===== config.mk =====
export PLATFORM = sky130hd
export DESIGN_NAME = wdt_edge_kick
export DESIGN_NICKNAME = d
export VERILOG_FILES = /design/src/rtl/wdt_pkg.sv /design/src/rtl/wdt_kick_sync.sv /design/src/rtl/wdt_ctrl.sv /design/src/rtl/wdt_datapath.sv /design/src/rtl/wdt_edge_kick.sv
export SDC_FILE = /design/constraint.sdc
export NUM_CORES = 1
export LEC_CHECK = 0
export BUFFER_PORTS_ARGS = -buffer_cell sky130_fd_sc_hd__buf_2
export CORE_AREA = 2 2 39 41
export CTS_CLUSTER_SIZE = 20
export DETAILED_ROUTE_END_ITERATION = 12
export DIE_AREA = 0 0 41 43
export SLEW_MARGIN = 20
export SYNTH_ARGS = -nofsm -noshare
export SYNTH_HDL_FRONTEND = slang
export SYNTH_SLANG_ARGS = --single-unit

===== constraint.sdc =====
create_clock -name clk -period 1.71 [get_ports clk]
set_clock_uncertainty 0.15 [all_clocks]
set_input_delay 0.342 -clock clk [delete_from_list [all_inputs] [get_ports clk]]
set_output_delay 0.342 -clock clk [all_outputs]
set_load 0.01 [all_outputs]

===== src/rtl/wdt_pkg.sv =====
package wdt_pkg;

  typedef struct packed {
    logic captureSel;
    logic clearCount;
    logic stepCount;
  } wdtStrobe_t;

  typedef enum logic {
    WDT_IDLE  = 1'b0,
    WDT_ARMED = 1'b1
  } wdtState_t;

  function automatic int maxOf4(input int a, input int b, input int c, input int d);
    int m;
    m = a;
    if (b > m) m = b;
    if (c > m) m = c;
    if (d > m) m = d;
    return m;
  endfunction

endpackage


===== src/rtl/wdt_kick_sync.sv =====
module wdt_kick_sync #(
  parameter int SYNC_STAGES = 2
) (
  input  logic clk,
  input  logic rstN,
  input  logic kickIn,
  output logic kickEdge
);

  // stages 0..SYNC_STAGES-1 resynchronise, the last stage holds the previous level
  logic [SYNC_STAGES:0] pipe;

  always_ff @(posedge clk or negedge rstN) begin
    if (!rstN) pipe[0] <= 1'b0;
    else       pipe[0] <= kickIn;
  end

  for (genvar s = 1; s <= SYNC_STAGES; s++) begin : g_stage
    always_ff @(posedge clk or negedge rstN) begin
      if (!rstN) pipe[s] <= 1'b0;
      else       pipe[s] <= pipe[s-1];
    end
  end

  assign kickEdge = pipe[SYNC_STAGES] ^ pipe[SYNC_STAGES-1];

endmodule


===== src/rtl/wdt_ctrl.sv =====
module wdt_ctrl
  import wdt_pkg::*;
(
  input  logic       clk,
  input  logic       rstN,
  input  logic       kickEdge,
  input  logic       wdEnable,
  input  logic       msTick,
  input  logic       periphRstActive,
  input  logic       periphRelease,
  input  logic       atLast,
  output wdtStrobe_t strobe,
  output logic       expirePulse,
  output logic       selValid
);

  wdtState_t state, nextState;
  logic      fireNext;

  always_comb begin
    strobe            = '0;
    strobe.captureSel = !selValid;
    nextState         = state;
    fireNext          = 1'b0;
    if (periphRelease) begin
      strobe.clearCount = 1'b1;
      nextState         = WDT_ARMED;
    end else if (periphRstActive || state == WDT_IDLE) begin
      strobe.clearCount = 1'b1;
      nextState         = WDT_IDLE;
    end else if (!wdEnable || kickEdge) begin
      strobe.clearCount = 1'b1;
    end else if (msTick) begin
      if (atLast) begin
        strobe.clearCount = 1'b1;
        fireNext          = 1'b1;
        nextState         = WDT_IDLE;
      end else begin
        strobe.stepCount = 1'b1;
      end
    end
  end

  always_ff @(posedge clk or negedge rstN) begin
    if (!rstN) begin
      state       <= WDT_IDLE;
      expirePulse <= 1'b0;
      selValid    <= 1'b0;
    end else begin
      state       <= nextState;
      expirePulse <= fireNext;
      selValid    <= 1'b1;
    end
  end

endmodule


===== src/rtl/wdt_datapath.sv =====
module wdt_datapath
  import wdt_pkg::*;
#(
  parameter int TOUT_SEL0 = 1,
  parameter int TOUT_SEL1 = 2,
  parameter int TOUT_SEL2 = 5,
  parameter int TOUT_SEL3 = 10,
  parameter int CNT_W     = 4
) (
  input  logic             clk,
  input  logic             rstN,
  input  wdtStrobe_t       strobe,
  input  logic [1:0]       toutSel,
  output logic             atLast,
  output logic [CNT_W-1:0] tickCount,
  output logic [CNT_W-1:0] curLimit,
  output logic [1:0]       selHeld
);

  always_ff @(posedge clk or negedge rstN) begin
    if (!rstN)                 selHeld <= 2'b00;
    else if (strobe.captureSel) selHeld <= toutSel;
  end

  always_comb begin
    unique case (selHeld)
      2'b00:   curLimit = CNT_W'(TOUT_SEL0);
      2'b01:   curLimit = CNT_W'(TOUT_SEL1);
      2'b10:   curLimit = CNT_W'(TOUT_SEL2);
      default: curLimit = CNT_W'(TOUT_SEL3);
    endcase
  end

  always_ff @(posedge clk or negedge rstN) begin
    if (!rstN)                  tickCount <= '0;
    else if (strobe.clearCount) tickCount <= '0;
    else if (strobe.stepCount)  tickCount <= tickCount + 1'b1;
  end

  assign atLast = (tickCount == curLimit - 1'b1);

endmodule


===== src/rtl/wdt_edge_kick.sv =====
module wdt_edge_kick
  import wdt_pkg::*;
#(
  parameter int SYNC_STAGES = 2,
  parameter int TOUT_SEL0   = 1,
  parameter int TOUT_SEL1   = 2,
  parameter int TOUT_SEL2   = 5,
  parameter int TOUT_SEL3   = 10
) (
  input  logic       clk,
  input  logic       rstN,
  input  logic       kickIn,
  input  logic       wdEnable,
  input  logic [1:0] toutSel,
  input  logic       msTick,
  input  logic       periphRstActive,
  input  logic       periphRelease,
  output logic       expirePulse
);

  localparam int MAX_TOUT = maxOf4(TOUT_SEL0, TOUT_SEL1, TOUT_SEL2, TOUT_SEL3);
  localparam int CNT_W    = $clog2(MAX_TOUT + 1);

  logic             kickEdge;
  logic             atLast;
  logic             selValid;
  logic [1:0]       selHeld;
  logic [CNT_W-1:0] tickCount;
  logic [CNT_W-1:0] curLimit;
  wdtStrobe_t       strobe;

  wdt_kick_sync #(.SYNC_STAGES(SYNC_STAGES)) i_sync (
    .clk      (clk),
    .rstN     (rstN),
    .kickIn   (kickIn),
    .kickEdge (kickEdge)
  );

  wdt_ctrl i_ctrl (
    .clk             (clk),
    .rstN            (rstN),
    .kickEdge        (kickEdge),
    .wdEnable        (wdEnable),
    .msTick          (msTick),
    .periphRstActive (periphRstActive),
    .periphRelease   (periphRelease),
    .atLast          (atLast),
    .strobe          (strobe),
    .expirePulse     (expirePulse),
    .selValid        (selValid)
  );

  wdt_datapath #(
    .TOUT_SEL0 (TOUT_SEL0),
    .TOUT_SEL1 (TOUT_SEL1),
    .TOUT_SEL2 (TOUT_SEL2),
    .TOUT_SEL3 (TOUT_SEL3),
    .CNT_W     (CNT_W)
  ) i_dp (
    .clk       (clk),
    .rstN      (rstN),
    .strobe    (strobe),
    .toutSel   (toutSel),
    .atLast    (atLast),
    .tickCount (tickCount),
    .curLimit  (curLimit),
    .selHeld   (selHeld)
  );

endmodule


==> insert_results.sql <==
INSERT INTO impl_metrics (metric_group, metric, value, unit) VALUES
('yosys', 'yosysWarnings', '0', ''),
('yosys', 'yosys.area.top_type', 'dfrtp_1', ''),
('routing', 'dr_total_vias', '425', ''),
('power', 'power.static_leakage', '0.313', 'nW'),
('yosys', 'synth_register_bits', '12', ''),
('place', 'routabilityCongestion', '0.738', ''),
('yosys', 'seq_total_area_yosys', '51.4', '%'),
('global_route', 'antenna_found_initial', '0', ''),
('sta', 'post-route-period-util', '85.9', '%'),
('layout', 'fin_cells', '77', ''),
('global_route', 'largest_net_degree_at_the_start_of_global_routing', '13', ''),
('routing', 'highest_layer', 'met3', ''),
('yosys', 'synth.top_cells.by_area', 'dfrtp_1 51%, xor2_1 6.0%, nand4b_1 4.5%', ''),
('floorplan', 'floorplan.initialDensity', '42.2', '%'),
('yosys', 'synth_enable_flop_cells', '0', ''),
('clocking', 'clkSlewWorstSetupHoldPaths', '0.07', 'ns'),
('sta', 'min_period', '1.47', 'ns'),
('setup_path', 'worst_ep_arrival_time', '1.47', 'ns'),
('place', 'placed_cells_incl_taps', '72', ''),
('yosys', 'yosys_most_used_dff', 'dfrtp_1', ''),
('yosys', 'synth_fp_nets', '58', ''),
('clocking', 'clock_sink_count', '12', ''),
('routing', 'drt-pass1-iter-count', '3', ''),
('floorplan', 'top_level_ports', '10', ''),
('floorplan', 'die_area', '1760', 'um2'),
('layout', 'area_growth', '17.8', '%'),
('yosys', 'synthesis.area_per_instance', '12.2', 'um2'),
('global_route', 'grtUsageTotal', '15.1', '%'),
('routing', 'drt_iter0_drc', '5', ''),
('floorplan', 'die-width', '41', 'um'),
('place', 'placement.io_buffers', '9', ''),
('setup_path', 'worst_ep_required_time', '1.71', 'ns'),
('routing', 'wl_per_cell', '12.5', 'um'),
('global_route', 'grt_first_pass_wirelength', '1.78', 'mm'),
('outcome', 'run_status', 'completed', ''),
('sta', 'grt_setup_unrepaired', 'false', ''),
('power', 'powerDensity', '848', 'nW/um2'),
('setup_path', 'critPathCaptureType', 'flip-flop', ''),
('setup_path', 'ff_to_ff_setup_slack', '0.24', 'ns'),
('setup_path', 'critical_path.reg2reg.endpoint', 'i_dp.tickCount[1]$_DFFE_PN0P_', ''),
('setup_path', 'worst_setup_path_endpoint', 'i_dp.tickCount[1]$_DFFE_PN0P_', ''),
('sta', 'finalSetupViolations', '0', ''),
('setup_path', 'timing.reg2reg.worst_path_depth', '3', ''),
('yosys', 'synth_largest_type_area_fraction', '51.4', '%'),
('hold_path', 'hold_class', 'primary input to flip-flop', ''),
('routing', 'drc', '0', ''),
('power', 'irDropWorstVdd', '0.418', 'mV'),
('floorplan', 'die-height', '43', 'um'),
('setup_path', 'worst_setup_path_startpoint', 'i_dp.selHeld[0]$_DFFE_PN0N_', ''),
('routing', 'routed-wl-met2', '441', 'um'),
('routing', 'wl_met1', '486', 'um'),
('setup_path', 'crit_path_max_fanout', '7', ''),
('sta', 'hold_violations', '0', ''),
('setup_path', 'timing.rr.start', 'i_dp.selHeld[0]$_DFFE_PN0N_', ''),
('sta', 'fmax', '681', 'MHz'),
('place', 'placed_area', '642', 'um2'),
('sta', 'setup-tns-final', '0', 'ns'),
('yosys', 'post_synth_instance_area', '584', 'um2'),
('layout', 'fin_nets', '72', ''),
('sta', 'timing.final.max_slew_violations', '0', ''),
('clocking', 'cts-htree-levels', '1', ''),
('global_route', 'first_global_vias', '394', ''),
('yosys', 'distinct_cells_synth', '26', ''),
('clocking', 'numCtsBuffers', '3', ''),
('routing', 'postRouteWirelength', '962', 'um'),
('routing', 'route.antenna.remaining_nets', '0', ''),
('layout', 'drive_above_1_share', '27.9', '%'),
('routing', 'met3RoutedLength', '33', 'um'),
('clocking', 'cts.path.max_buffers', '2', ''),
('global_route', 'overflow', '0', ''),
('yosys', 'count_leader_synth', 'dfrtp_1', '');
timing repair:
item / in CTS / in global routing
setup endpoints to repair: 0 / 0
hold buffers: 1 / 0
endpoints found under the hold margin: 12 / 0
gates resized for setup: 0 / 0
logic make-up (layout without fill, tap and decap cells):
group	count (synthesis)	count (layout)	share of synthesized area [%]
AND/OR/NAND/NOR	19	19	24.6
buffers and inverters	1	14	1.29
other	1	1	0.642
flip-flops	12	12	51.4
AO/OA/AOI/OAI	6	6	6.85
multiplexers	3	3	5.57
adder cells (fa/ha/maj)	1	1	2.14
XOR/XNOR	5	5	7.49
worst min-delay path by stage:
| stage | slack (ns) | to | start | cells after the start |
|---|---|---|---|---|
| after global placement | 0.08 | i_sync.pipe[2]$_DFF_PN0_ | rstN | 1 |
| after global routing | 0.008 | i_sync.pipe[0]$_DFF_PN0_ | kickIn | 1 |
| final | 0.03 | i_sync.pipe[0]$_DFF_PN0_ | kickIn | 1 |
| after CTS | 0.02 | i_sync.pipe[0]$_DFF_PN0_ | kickIn | 1 |
| after floorplan | -0.10 | i_ctrl.expirePulse$_DFF_PN0_ | rstN | 0 |
| after detailed placement | 0.08 | i_sync.pipe[2]$_DFF_PN0_ | rstN | 1 |
state kept, by name, summed over array words and instances, names as in the netlist:
register / count
i_sync.pipe: 3
i_ctrl.selValid: 1
i_ctrl.expirePulse: 1
i_dp.selHeld: 2
i_dp.tickCount: 4
i_ctrl.state: 1
critical path: stages, from the launching register on:
cell and delay [ns]:
dfrtp_1 0.45, or4b_1 0.54, a21oi_1 0.15, nor4_1 0.06
metal layers:
metal,track usage (%),vias to the layer above
met2,20.0,8
met4,6.00,0
li1,-,205
met1,22.6,212
met3,4.71,0
met5,0,-
report_power, final:
group / total, mW / internal (mW) / switching, mW
registers: 0.308 / 0.295 / 0.0122
logic: 0.0540 / 0.0279 / 0.0261
clock network: 0.222 / 0.129 / 0.0930
stage by stage:
stage	setup slack, ns	hold WS, ns	utilization (%)
final	0.241	0.0288	49.7
after global routing	0.202	0.00752	49.7
after CTS	0.235	0.0168	49.7
after detailed placement	0.246	0.0840	46.4
after global placement	0.263	0.0835	46.4
after floorplan	0.314	-0.104	-
cell type report:
type                            count  area [um2]
Sequential cell                    12         300
Tap cell                           16        20.0
Timing Repair Buffer               10        55.1
Fill cell                         132         696
Multi-Input combinational cell     35         277
Clock buffer                        4        36.3
cells in the final DEF, fill, tap and decap left out:
master and instances:
nand4_1 1, o41ai_1 1, nand4b_1 3, or4b_1 1, a21oi_1 2, dlygate4sd3_1 1, conb_1 1, mux2_2 2
clkbuf_8 1, xnor2_1 1, a211oi_1 2, nor4_1 1, dfrtp_1 12, xor2_1 4, nor3_1 1, clkbuf_4 3
nand2_1 1, nand2b_1 2, buf_2 9, nor2_1 1, mux2i_1 1, and3b_1 2, nor3b_2 1, nand4bb_1 1
nor2b_1 2, or3_1 1, nand3_2 1, ha_1 1, a31oi_1 1
(Power assumes the default switching activity.)
